[config.mk]
export PLATFORM = sky130hd
export DESIGN_NAME = pin_irq_regs
export DESIGN_NICKNAME = d
export VERILOG_FILES = /design/src/rtl/pin_irq_pkg.sv /design/src/rtl/pin_irq_decode.sv /design/src/rtl/pin_irq_alias_word.sv /design/src/rtl/pin_irq_plain_word.sv /design/src/rtl/pin_irq_regs.sv
export SDC_FILE = /design/constraint.sdc
export NUM_CORES = 1
export LEC_CHECK = 0
export ABC_AREA = 1
export BUFFER_PORTS_ARGS = -buffer_cell sky130_fd_sc_hd__buf_2
export CAP_MARGIN = 15
export CORE_UTILIZATION = 52
export DETAILED_ROUTE_END_ITERATION = 10
export PLACE_DENSITY = 0.75
export SLEW_MARGIN = 30
export SYNTH_ARGS = -nofsm -noshare
export SYNTH_HDL_FRONTEND = slang
export SYNTH_SLANG_ARGS = --single-unit
[constraint.sdc]
create_clock -name clk -period 0.95 [get_ports clk]
set_input_delay 0.095 -clock clk [delete_from_list [all_inputs] [get_ports clk]]
set_output_delay 0.095 -clock clk [all_outputs]
set_load 0.05 [all_outputs]
[src/rtl/pin_irq_pkg.sv]
package pin_irq_pkg;

    localparam int unsigned DATA_W     = 32;
    localparam int unsigned WORD_BYTES = 4;
    localparam int unsigned NUM_REGS   = 10;
    localparam int unsigned ALIAS_N    = 3;
    localparam int unsigned PLAIN_N    = 4;

    // register index = byte offset / 4; order is the bus map
    typedef enum logic [3:0] {
        SEL_MASK_SET = 4'd0,
        SEL_MASK_CLR = 4'd1,
        SEL_REQUEST  = 4'd2,
        SEL_ASSIGN   = 4'd3,
        SEL_EDGE_SET = 4'd4,
        SEL_EDGE_CLR = 4'd5,
        SEL_INV_SET  = 4'd6,
        SEL_INV_CLR  = 4'd7,
        SEL_PINSTATE = 4'd8,
        SEL_LATCH    = 4'd9,
        SEL_NONE     = 4'd15
    } reg_sel_e;

    function automatic logic [DATA_W-1:0] assign_reset(input int unsigned inst);
        case (inst)
            0, 2:    return 32'h0000_0101;
            1:       return 32'h0101_0000;
            3:       return 32'h0202_0303;
            default: return '0;
        endcase
    endfunction

    function automatic reg_sel_e alias_set_sel(input int unsigned idx);
        case (idx)
            0:       return SEL_MASK_SET;
            1:       return SEL_EDGE_SET;
            default: return SEL_INV_SET;
        endcase
    endfunction

    function automatic reg_sel_e alias_clr_sel(input int unsigned idx);
        case (idx)
            0:       return SEL_MASK_CLR;
            1:       return SEL_EDGE_CLR;
            default: return SEL_INV_CLR;
        endcase
    endfunction

    function automatic reg_sel_e plain_sel(input int unsigned idx);
        case (idx)
            0:       return SEL_REQUEST;
            1:       return SEL_ASSIGN;
            2:       return SEL_PINSTATE;
            default: return SEL_LATCH;
        endcase
    endfunction

endpackage

[src/rtl/pin_irq_decode.sv]
module pin_irq_decode
    import pin_irq_pkg::*;
#(
    parameter int unsigned ADDR_W = 6
) (
    input  logic [ADDR_W-1:0] addr,
    input  logic [2:0]        size,
    input  logic              rd,
    input  logic              wr,
    output reg_sel_e          sel,
    output logic              err
);
    localparam int unsigned IDX_W = ADDR_W - 2;

    logic [IDX_W-1:0] idx;
    logic             mapped;
    logic             size_ok;

    assign idx     = addr[ADDR_W-1:2];
    assign mapped  = (addr[1:0] == 2'b00) && (idx < IDX_W'(NUM_REGS));
    assign size_ok = (size == 3'(WORD_BYTES));

    always_comb begin
        if (mapped) sel = reg_sel_e'(idx[3:0]);
        else        sel = SEL_NONE;
    end

    // size fault checked first; either fault alone refuses the access
    assign err = (rd | wr) & (!size_ok | !mapped);
endmodule

[src/rtl/pin_irq_alias_word.sv]
module pin_irq_alias_word #(
    parameter int unsigned W = 32
) (
    input  logic         clk,
    input  logic         rst_n,
    input  logic         set_we,
    input  logic         clr_we,
    input  logic [W-1:0] wdata,
    output logic [W-1:0] q
);
    always_ff @(posedge clk or negedge rst_n) begin
        if (!rst_n)      q <= '0;
        else if (set_we) q <= q | wdata;
        else if (clr_we) q <= q & ~wdata;
    end
endmodule

[src/rtl/pin_irq_plain_word.sv]
module pin_irq_plain_word #(
    parameter int unsigned W       = 32,
    parameter logic [W-1:0] RST_VAL = '0
) (
    input  logic         clk,
    input  logic         rst_n,
    input  logic         we,
    input  logic [W-1:0] wdata,
    output logic [W-1:0] q
);
    always_ff @(posedge clk or negedge rst_n) begin
        if (!rst_n)  q <= RST_VAL;
        else if (we) q <= wdata;
    end
endmodule

[src/rtl/pin_irq_regs.sv]
module pin_irq_regs
    import pin_irq_pkg::*;
#(
    parameter int unsigned ADDR_W = 6,
    parameter int unsigned INST   = 0
) (
    input  logic              clk,
    input  logic              rst_n,
    input  logic [ADDR_W-1:0] bus_addr,
    input  logic [31:0]       bus_wdata,
    input  logic [2:0]        bus_size,
    input  logic              bus_wr,
    input  logic              bus_rd,
    output logic [31:0]       bus_rdata,
    output logic              bus_err,
    output logic [31:0]       mask_o,
    output logic [31:0]       edge_o,
    output logic [31:0]       invert_o
);
    reg_sel_e          sel;
    logic              wr_ok;
    logic [DATA_W-1:0] alias_q [ALIAS_N];
    logic [DATA_W-1:0] plain_q [PLAIN_N];
    logic [DATA_W-1:0] rd_mux;

    pin_irq_decode #(.ADDR_W(ADDR_W)) u_dec (
        .addr (bus_addr),
        .size (bus_size),
        .rd   (bus_rd),
        .wr   (bus_wr),
        .sel  (sel),
        .err  (bus_err)
    );

    assign wr_ok = bus_wr & ~bus_err;

    for (genvar g = 0; g < ALIAS_N; g++) begin : g_alias
        localparam reg_sel_e SET_SEL = alias_set_sel(g);
        localparam reg_sel_e CLR_SEL = alias_clr_sel(g);
        pin_irq_alias_word #(.W(DATA_W)) u_word (
            .clk    (clk),
            .rst_n  (rst_n),
            .set_we (wr_ok && (sel == SET_SEL)),
            .clr_we (wr_ok && (sel == CLR_SEL)),
            .wdata  (bus_wdata),
            .q      (alias_q[g])
        );
    end

    for (genvar g = 0; g < PLAIN_N; g++) begin : g_plain
        localparam reg_sel_e SEL = plain_sel(g);
        localparam logic [DATA_W-1:0] RV = (g == 1) ? assign_reset(INST) : '0;
        pin_irq_plain_word #(.W(DATA_W), .RST_VAL(RV)) u_word (
            .clk   (clk),
            .rst_n (rst_n),
            .we    (wr_ok && (sel == SEL)),
            .wdata (bus_wdata),
            .q     (plain_q[g])
        );
    end

    always_comb begin
        unique case (sel)
            SEL_MASK_SET, SEL_MASK_CLR: rd_mux = alias_q[0];
            SEL_EDGE_SET, SEL_EDGE_CLR: rd_mux = alias_q[1];
            SEL_INV_SET,  SEL_INV_CLR:  rd_mux = alias_q[2];
            SEL_REQUEST:                rd_mux = plain_q[0];
            SEL_ASSIGN:                 rd_mux = plain_q[1];
            SEL_PINSTATE:               rd_mux = plain_q[2];
            SEL_LATCH:                  rd_mux = plain_q[3];
            default:                    rd_mux = '0;
        endcase
    end

    always_ff @(posedge clk or negedge rst_n) begin
        if (!rst_n)      bus_rdata <= '0;
        else if (bus_rd) bus_rdata <= bus_err ? '0 : rd_mux;
    end

    assign mask_o   = alias_q[0];
    assign edge_o   = alias_q[1];
    assign invert_o = alias_q[2];
endmodule

==> results of run 1 <==
cells in the mapped netlist (all sizes together):
cell	n	area, um^2
a21oi	40	200
buf	37	185
clkbuf	43	161
dfrtp	254	6360
dfstp	2	52.6
inv	236	886
nand2	544	2050
nand3	70	383
nand3b	1	7.51
nand4	34	213
nor2	146	586
nor3	37	205
o21a	1	7.51
o21ai	185	926
repair_timing:
item,CTS
hold buffers,33
setup buffers,99
resized for setup,693
pin swaps,83
setup endpoints to repair,366
hold endpoints to repair,466
gates cloned,23
metrics by stage:
step	util [%]	hold WS (ns)
floorplan	-	-0.201
global placement	65.2	-0.000553
detailed placement	65.2	-0.00529
CTS	86.9	0.0351
cell families after synthesis:
family,synth area share (%)
AO/OA/AOI/OAI,9.28
buffers and inverters,10.1
flip-flops,52.5
AND/OR/NAND/NOR,28.2
==> results by group, run 1 <==
Run status
  – Status: did not finish
  – Last stage reached: 5_1_grt
  – Stop err: [ERROR DPL-0038] Utilization greater than 100%, impossible to legalize

Placement
  – DP Cell Count: 2208
  – Post-DP Area: 0.0149 mm^2
  – Hpwl dp: 25900 um
  – IO Port Bufs: 173
  – GPL Wtd Cong: just over 0.9
  – Pre-CTS setup slack: -0.729 ns

Floorplanning
  – Die H: 155 um
  – Die Wd: 155 um
  – I/O pin count: 174
  – Initial Util: between 50% and 60%
  – Num rows: between 50 and 60

Synth
  – Post-Syn Area: 0.0122 mm^2
  – Post-Syn Nets: between 1500 and 2000
  – Mapped Cells: 1630
  – Synth Register Bits: 256
  – Distinct cells, synth: 24
  – Part of the Yosys area used for sequential elements: 52.5%
  – Syn Area/Cell: roughly 7.5 um^2
  – YS warnings: 0

CTS
  – Clock Path Buffers: 3
  – Root Driver: clkbuf_16
  – H-tree depth: 1
  – # clock sinks: 256
  – TritonCTS buffer count: 27

GRT
  – Largest net degree at the start of global routing: 36

Timing
  – Last worst endpoint in the global-route repair_timing: invert_o[16]
  – Worst ep type: top-level output
==> run 2: changes to the inputs <==
--- a/config.mk
+++ b/config.mk
@@ -8,9 +8,9 @@
 export ABC_AREA = 1
 export BUFFER_PORTS_ARGS = -buffer_cell sky130_fd_sc_hd__buf_2
 export CAP_MARGIN = 15
-export CORE_UTILIZATION = 52
+export CORE_UTILIZATION = 40
 export DETAILED_ROUTE_END_ITERATION = 10
-export PLACE_DENSITY = 0.75
+export PLACE_DENSITY_LB_ADDON = 0.15
 export SLEW_MARGIN = 30
 export SYNTH_ARGS = -nofsm -noshare
 export SYNTH_HDL_FRONTEND = slang
==> constraint.sdc (replaced) <==
create_clock -name clk -period 1.25 [get_ports clk]
set_input_delay 0.125 -clock clk [delete_from_list [all_inputs] [get_ports clk]]
set_output_delay 0.125 -clock clk [all_outputs]
set_load 0.05 [all_outputs]
==> results by group, run 2 <==
Floorplanning
  – DIE AREA: 0.0312 mm^2
  – I/O pin count: 174
  – Die Wd: roughly 180 um
  – Initial Util: 40.9%
  – Num rows: 63
  – Die H: about 180 um
  – Core area: 0.0299 mm^2

CTS
  – Latest clock arrival within the worst-skew pair: between 0.5 and 0.6 ns
  – TritonCTS buffer count: 29
  – CTS tree: built
  – Root Driver: clkbuf_16
  – H-tree depth: 1
  – CTS clk-pin slew, worst paths: 0.06 ns
  – Clock Path Buffers: 3
  – # clock sinks: 256

Routing
  – Wire length per cell: 18.0 um
  – Initial DRC Count: 894
  – Antenna-violating nets left: 0
  – DRC: 0
  – Vias post-DR: 12100
  – Final wirelength: 43000 um
  – Vias/cell: 5.05
  – TritonRoute pass-1 iters: 5

Synth
  – Post-synth EDFFs: 0
  – Most used DFF post-synth: dfrtp_1
  – Top-count cell post-synth: nand2_1
  – Distinct cells, synth: 24
  – Top post-synthesis cells by area: dfrtp_1 52%, nand2_1 17%, inv_1 7.2%
  – Mapped Cells: 1630
  – Part of the Yosys area used for sequential elements: between 50 and 60%
  – Post-Syn Area: 0.0122 mm^2
  – Post-Syn Nets: 1675
  – Post-synth top cells: 542 x nand2_1, 254 x dfrtp_1, 233 x inv_1, 139 x nor2_1, 93 x o21ai_1
  – Leading area contributor after synthesis: dfrtp_1
  – Syn Area/Cell: 7.49 um^2
  – YS warnings: 0
  – Fraction of registers with async set/reset: 100%
  – Synth Register Bits: 256
  – Share of the synthesized area in the top cell type: 52.0%

Critical path
  – Crit path required time: 1.12 ns
  – Worst path slowest cell: dfrtp_1
  – Crit end category: output port
  – Max FO, Critical Path: 3
  – Slowest Stage Delay on Critical Path: between 0.4 and 0.5 ns
  – Worst setup path class: flop to output port
  – Crit start category: flop
  – Critical path buffer and inverter count: 1
  – Worst EP arrival: 1.18 ns
  – Top Family by Delay on Critical Path: flip-flops
  – Worst-path cell chain: buf_6

Run status
  – Violations in the final reports: setup timing
  – Status: finished, violations left

GRT
  – Vias in the first global route: 11300
  – Largest net degree at the start of global routing: 59
  – Initial antenna violation count: 2
  – Total gr overflow: 0
  – First-pass GRT wire length: 63900 um
  – Gr usage total: 26.6%

Placement
  – Post-DP Area: 0.0142 mm^2
  – Hpwl dp: 26800 um
  – DP Cell Count: 2188
  – GPL Wtd Cong: 0.896
  – IO Port Bufs: ~170
  – Pre-CTS setup slack: -0.453 ns

Layout
  – Post-layout util: 59.8%
  – Post-route cell area: 0.0179 mm^2
  – Most common cell after layout, fill and taps aside: nand2_1
  – Finished Layout Cells: 2387
  – Final #Nets: 2021
  – Share of cells above drive strength 1: 26.8%
  – Synth-to-Final Area Change: 46.3%
  – Most frequent cells in the layout: 501 x nand2_1, 252 x dfrtp_1, 233 x inv_1

Power
  – P_leak: 9.17 nW
  – Pwr per Cell Area: 994 mW/mm^2
  – Peak VDD IR: 724 uV

Timing
  – Final worst-path cycle share: 104%
  – Max Fclk: 0.768 GHz
  – Skew final: 0.0202 ns
  – Max-slew headroom: 75.9%
  – Final worst-path setup slack: -0.0515 ns
  – Final hold violations: 0
  – Final setup vio count: 57
  – Setup TNS: -0.960 ns
  – Actual slew at the worst max-slew pin: 0.362 ns
  – RSZ-0062 raised after global routing: true
  – Max Transition Viols Final: 0
  – Final min period: 1.30 ns

Min path
  – Hold Path Class: input pin to async pin

Run
  – Max-Cap Viols: 0
## run 2: timing repair
action                                  CTS  global route
pin swaps                                 2            45
setup buffers                            84            26
hold endpoints to repair                473             0
resized for setup                       267           162
endpoints found under the setup margin  129           226
hold buffers                             34             0
cloned                                    0            11
## run 2: cell families after synthesis
kind of cell / after synthesis / synth area share (%)
simple gates: 832 / 28.2
buf+inv: 316 / 10.1
flops: 256 / 52.5
compound gates: 226 / 9.28
## run 2: report_power, final
group	internal, mW	total (mW)	switching [mW]
Clock	4.74	8.17	3.43
Combinational	0.381	1.21	0.829
Sequential	8.34	8.37	0.0331
## run 2: stage by stage
| step | hold slack (ns) | total power, mW |
|---|---|---|
| 6_report | 0.00128 | 17.8 |
| 5_1_grt | 0.0172 | 18.3 |
| 4_1_cts | 0.0822 | 17.8 |
| 3_5_place_dp | -0.0308 | 9.53 |
| 3_3_place_gp | -0.0283 | 9.52 |
| 2_1_floorplan | -0.171 | 8.89 |
## run 2: final timing paths
| kind | slack, ns | depth (start not counted) | startpoint | end |
|---|---|---|---|---|
| max in group asynchronous | 0.63 | 3 | rst_n | g_plain[1].u_word.q[8] |
| min in group clk | 0.09 | 5 | bus_rd | bus_rdata[14] |
| worst max register to register | 0.02 | 7 | flop | bus_rdata[8] |
| worst min register to register | 0.48 | 2 | g_plain[2].u_word.q[16] | g_plain[2].u_word.q[16] |
| worst min-delay path | 0.001 | 2 | rst_n | async pin |
| worst max-delay path | -0.05 | 1 | flop | invert_o[1] |
## run 2: routing by layer
metal	GRT usage, %	routed length [um]	vias to the layer above
met5	0	0	-
met2	38.8	19000	482
li1	-	-	5754
met4	6.50	773	0
met1	40.3	19900	5750
met3	4.92	3300	65
## run 2: layout make-up
| cell class | count | area (um^2) |
|---|---|---|
| diodes | 2 | 5.00 |
| clock buffers | 41 | 821 |
| clock inverters | 9 | 76.3 |
| fillers | 2536 | 12000 |
| inverters | 236 | 891 |
| multi-input cells | 1058 | 5130 |
| flip-flops and latches | 256 | 6410 |
| well taps | 390 | 488 |
| repair buffers | 395 | 4050 |
(Power assumes the default switching activity.)
==> run 3: changes to the inputs <==
--- a/config.mk
+++ b/config.mk
@@ -14,4 +14,5 @@
 export SLEW_MARGIN = 30
 export SYNTH_ARGS = -nofsm -noshare
 export SYNTH_HDL_FRONTEND = slang
+export SYNTH_HIERARCHICAL = 1
 export SYNTH_SLANG_ARGS = --single-unit
==> results by group, run 3 <==
Synth
  – Mapped Cells: roughly 1700
  – Multiplexer share of the synthesized area: 0%
  – Distinct cells, synth: 24
  – Top-count cell post-synth: nand2_1
  – YS warnings: 6
  – Complex-gate fraction of the synthesized area: less than 1%
  – Leading area contributor after synthesis: dfrtp_1
  – Top post-synthesis cells by area: dfrtp_1 50%, nand2_1 28%, nand3_1 7.5%
  – Post-synth EDFFs: 0
  – Share of the synthesized area in the top cell type: between 40 and 50%
  – XOR/XNOR Fraction of Synth Area: 0%
  – Largest family of logic cells by synthesized area: simple AND/OR/NAND/NOR gates
  – Post-synth top cells: 957 x nand2_1, 254 x dfrtp_1, 192 x nand3_1, 106 x nor2_1, 42 x nand2_2
  – Most used DFF post-synth: dfrtp_1
  – Simple logic cell fraction of the synthesized area: 41.7%
  – Post-Synth Adder-Cell Area: 0%
  – Syn Area/Cell: 7.47 um^2
  – Post-Syn Nets: around 1800
  – Part of the Yosys area used for sequential elements: 50.1%
  – Post-Syn Area: between 0.01 and 0.015 mm^2
  – Synth Register Bits: between 200 and 300
  – Fraction of registers with async set/reset: 100%

Run status
  – Status: finished, violations left
  – Violations in the final reports: setup timing

Timing
  – Final min period: 1.44 ns
  – Hold slack final: about 0.042 ns
  – Max-slew headroom: 70.8%
  – Final setup vio count: approximately 260
  – Actual slew at the worst max-slew pin: 0.438 ns
  – RSZ-0062 raised after global routing: true
  – Final hold violations: 0
  – Max Fclk: 0.695 GHz
  – Final worst-path cycle share: 115%
  – Skew final: 0.00727 ns
  – Final worst-path setup slack: -0.188 ns
  – Max Transition Viols Final: 0

Floorplanning
  – Die Wd: 181 um
  – Num rows: 65
  – Core area: between 0.03 and 0.04 mm^2
  – DIE AREA: 0.0327 mm^2
  – I/O pin count: 174
  – Die H: 181 um
  – Initial Util: between 40% and 50%

CTS
  – Latest clock arrival within the worst-skew pair: 0.55 ns
  – Root Driver: clkbuf_16
  – # clock sinks: 256
  – CTS clk-pin slew, worst paths: roughly 0.06 ns
  – Clock Path Buffers: 3
  – H-tree depth: 1
  – TritonCTS buffer count: 29
  – CTS tree: built

Routing
  – Wire length per cell: roughly 18 um
  – Vias/cell: between 5 and 6
  – DRC: 0
  – Antenna-violating nets left: 0
  – Initial DRC Count: 1157
  – Final wirelength: 46300 um
  – TritonRoute pass-1 iters: 5
  – Vias post-DR: 12600

Layout
  – Share of cells above drive strength 1: 28.4%
  – Synth-to-Final Area Change: 46.5%
  – Final #Nets: 2142
  – Most frequent cells in the layout: 921 x nand2_1, 254 x dfrtp_1, 185 x nand3_1
  – Most common cell after layout, fill and taps aside: nand2_1
  – Ant diodes: 0
  – Post-layout util: 59.5%

Placement
  – IO Port Bufs: between 150 and 200
  – Pre-CTS setup slack: -0.830 ns
  – Hpwl dp: around 27000 um
  – GPL Wtd Cong: 0.817

Min path
  – Hold Path Class: input pin to async pin

GRT
  – Vias in the first global route: 12200
  – Initial antenna violation count: 0
  – Gr usage total: 26.9%
  – Largest net degree at the start of global routing: 55
  – Total gr overflow: 0
  – First-pass GRT wire length: 69200 um

Power
  – Pwr per Cell Area: 979 mW/mm^2
  – P_leak: 10.2 nW
  – Peak VDD IR: 1170 uV

Critical path
  – Max FO, Critical Path: 6
  – Worst Setup SP: bus_addr[3]
  – Worst EP arrival: 1.88 ns
  – Crit end category: flop
  – Crit path required time: 1.69 ns
  – Crit start category: input pin
  – Worst setup path class: input pin to flop

Run
  – Max-Cap Viols: 0
run 3: what timing repair did:
| item | in CTS | in global routing |
|---|---|---|
| resized for setup | 344 | 69 |
| setup buffers | 112 | 13 |
| hold endpoints to repair | 480 | 7 |
| hold buffers | 32 | 1 |
| endpoints found under the setup margin | 384 | 357 |
| pin swaps | 21 | 51 |
| cloned | 9 | 13 |
run 3: power by group:
part	internal, mW	switching (mW)	total (mW)
registers	8.37	0.0520	8.42
clock network	5.09	3.50	8.59
logic	0.492	0.839	1.33
run 3: logic make-up after synthesis:
logic type | count (synthesis)
AND/OR/NAND/NOR | 1314
flip-flops | 256
AO/OA/AOI/OAI | 2
buffers and inverters | 140
run 3: final cells by class:
type / count / area (um^2)
clock buffer: 44 / 892
clock inverter: 9 / 72.6
fill: 2732 / 12700
inverter: 46 / 260
multi-input combinational: 1316 / 5720
sequential: 256 / 6410
tap: 402 / 503
timing repair buffer: 445 / 4820
timing repair inverter: 3 / 42.5
run 3: path summary, 6_finish.rpt:
check	end	slack (ns)	cells past startpoint
max in group asynchronous	async pin	0.60	3
min	async pin	0.04	2
min reg2reg	g_plain[1].u_word/q[8]	0.46	2
max	flop	-0.19	12
min in group clk	bus_rdata[4]	0.28	6
max reg2reg	bus_rdata[31]	0.14	7
run 3: layer usage:
metal / vias to the layer above / share of wire (%) / GRT usage, %
met2: 448 / 46 / 43.7
met3: 78 / 6.8 / 3.65
met4: 0 / 2.4 / 6.09
met5: - / 0 / 0
li1: 6048 / - / -
met1: 6056 / 45 / 38.2
run 3: critical path, cell delays in order:
cell and delay [ns]:
buf_6 0.10, o21ai_2 0.14, nand2_2 0.12, or2_4 0.34, buf_6 0.14, nor4_4 0.29
buf_4 0.21, buf_6 0.12, buf_12 0.14, nand2_1 0.06, nand2_1 0.06, nand2_1 0.04
run 3: per-stage QoR:
stage | instance area, um^2 | power, mW | cells | TNS, ns
final | 18700 | 18.3 | 2521 | -22.38
after global routing | 18700 | 18.9 | 2521 | -40.85
after CTS | 18100 | 18.4 | 2496 | -10.15
after detailed placement | 14700 | 9.62 | 2291 | -188.66
after global placement | 14700 | 9.61 | 2291 | -181.16
after floorplan | 12900 | 8.91 | 1712 | -117.38
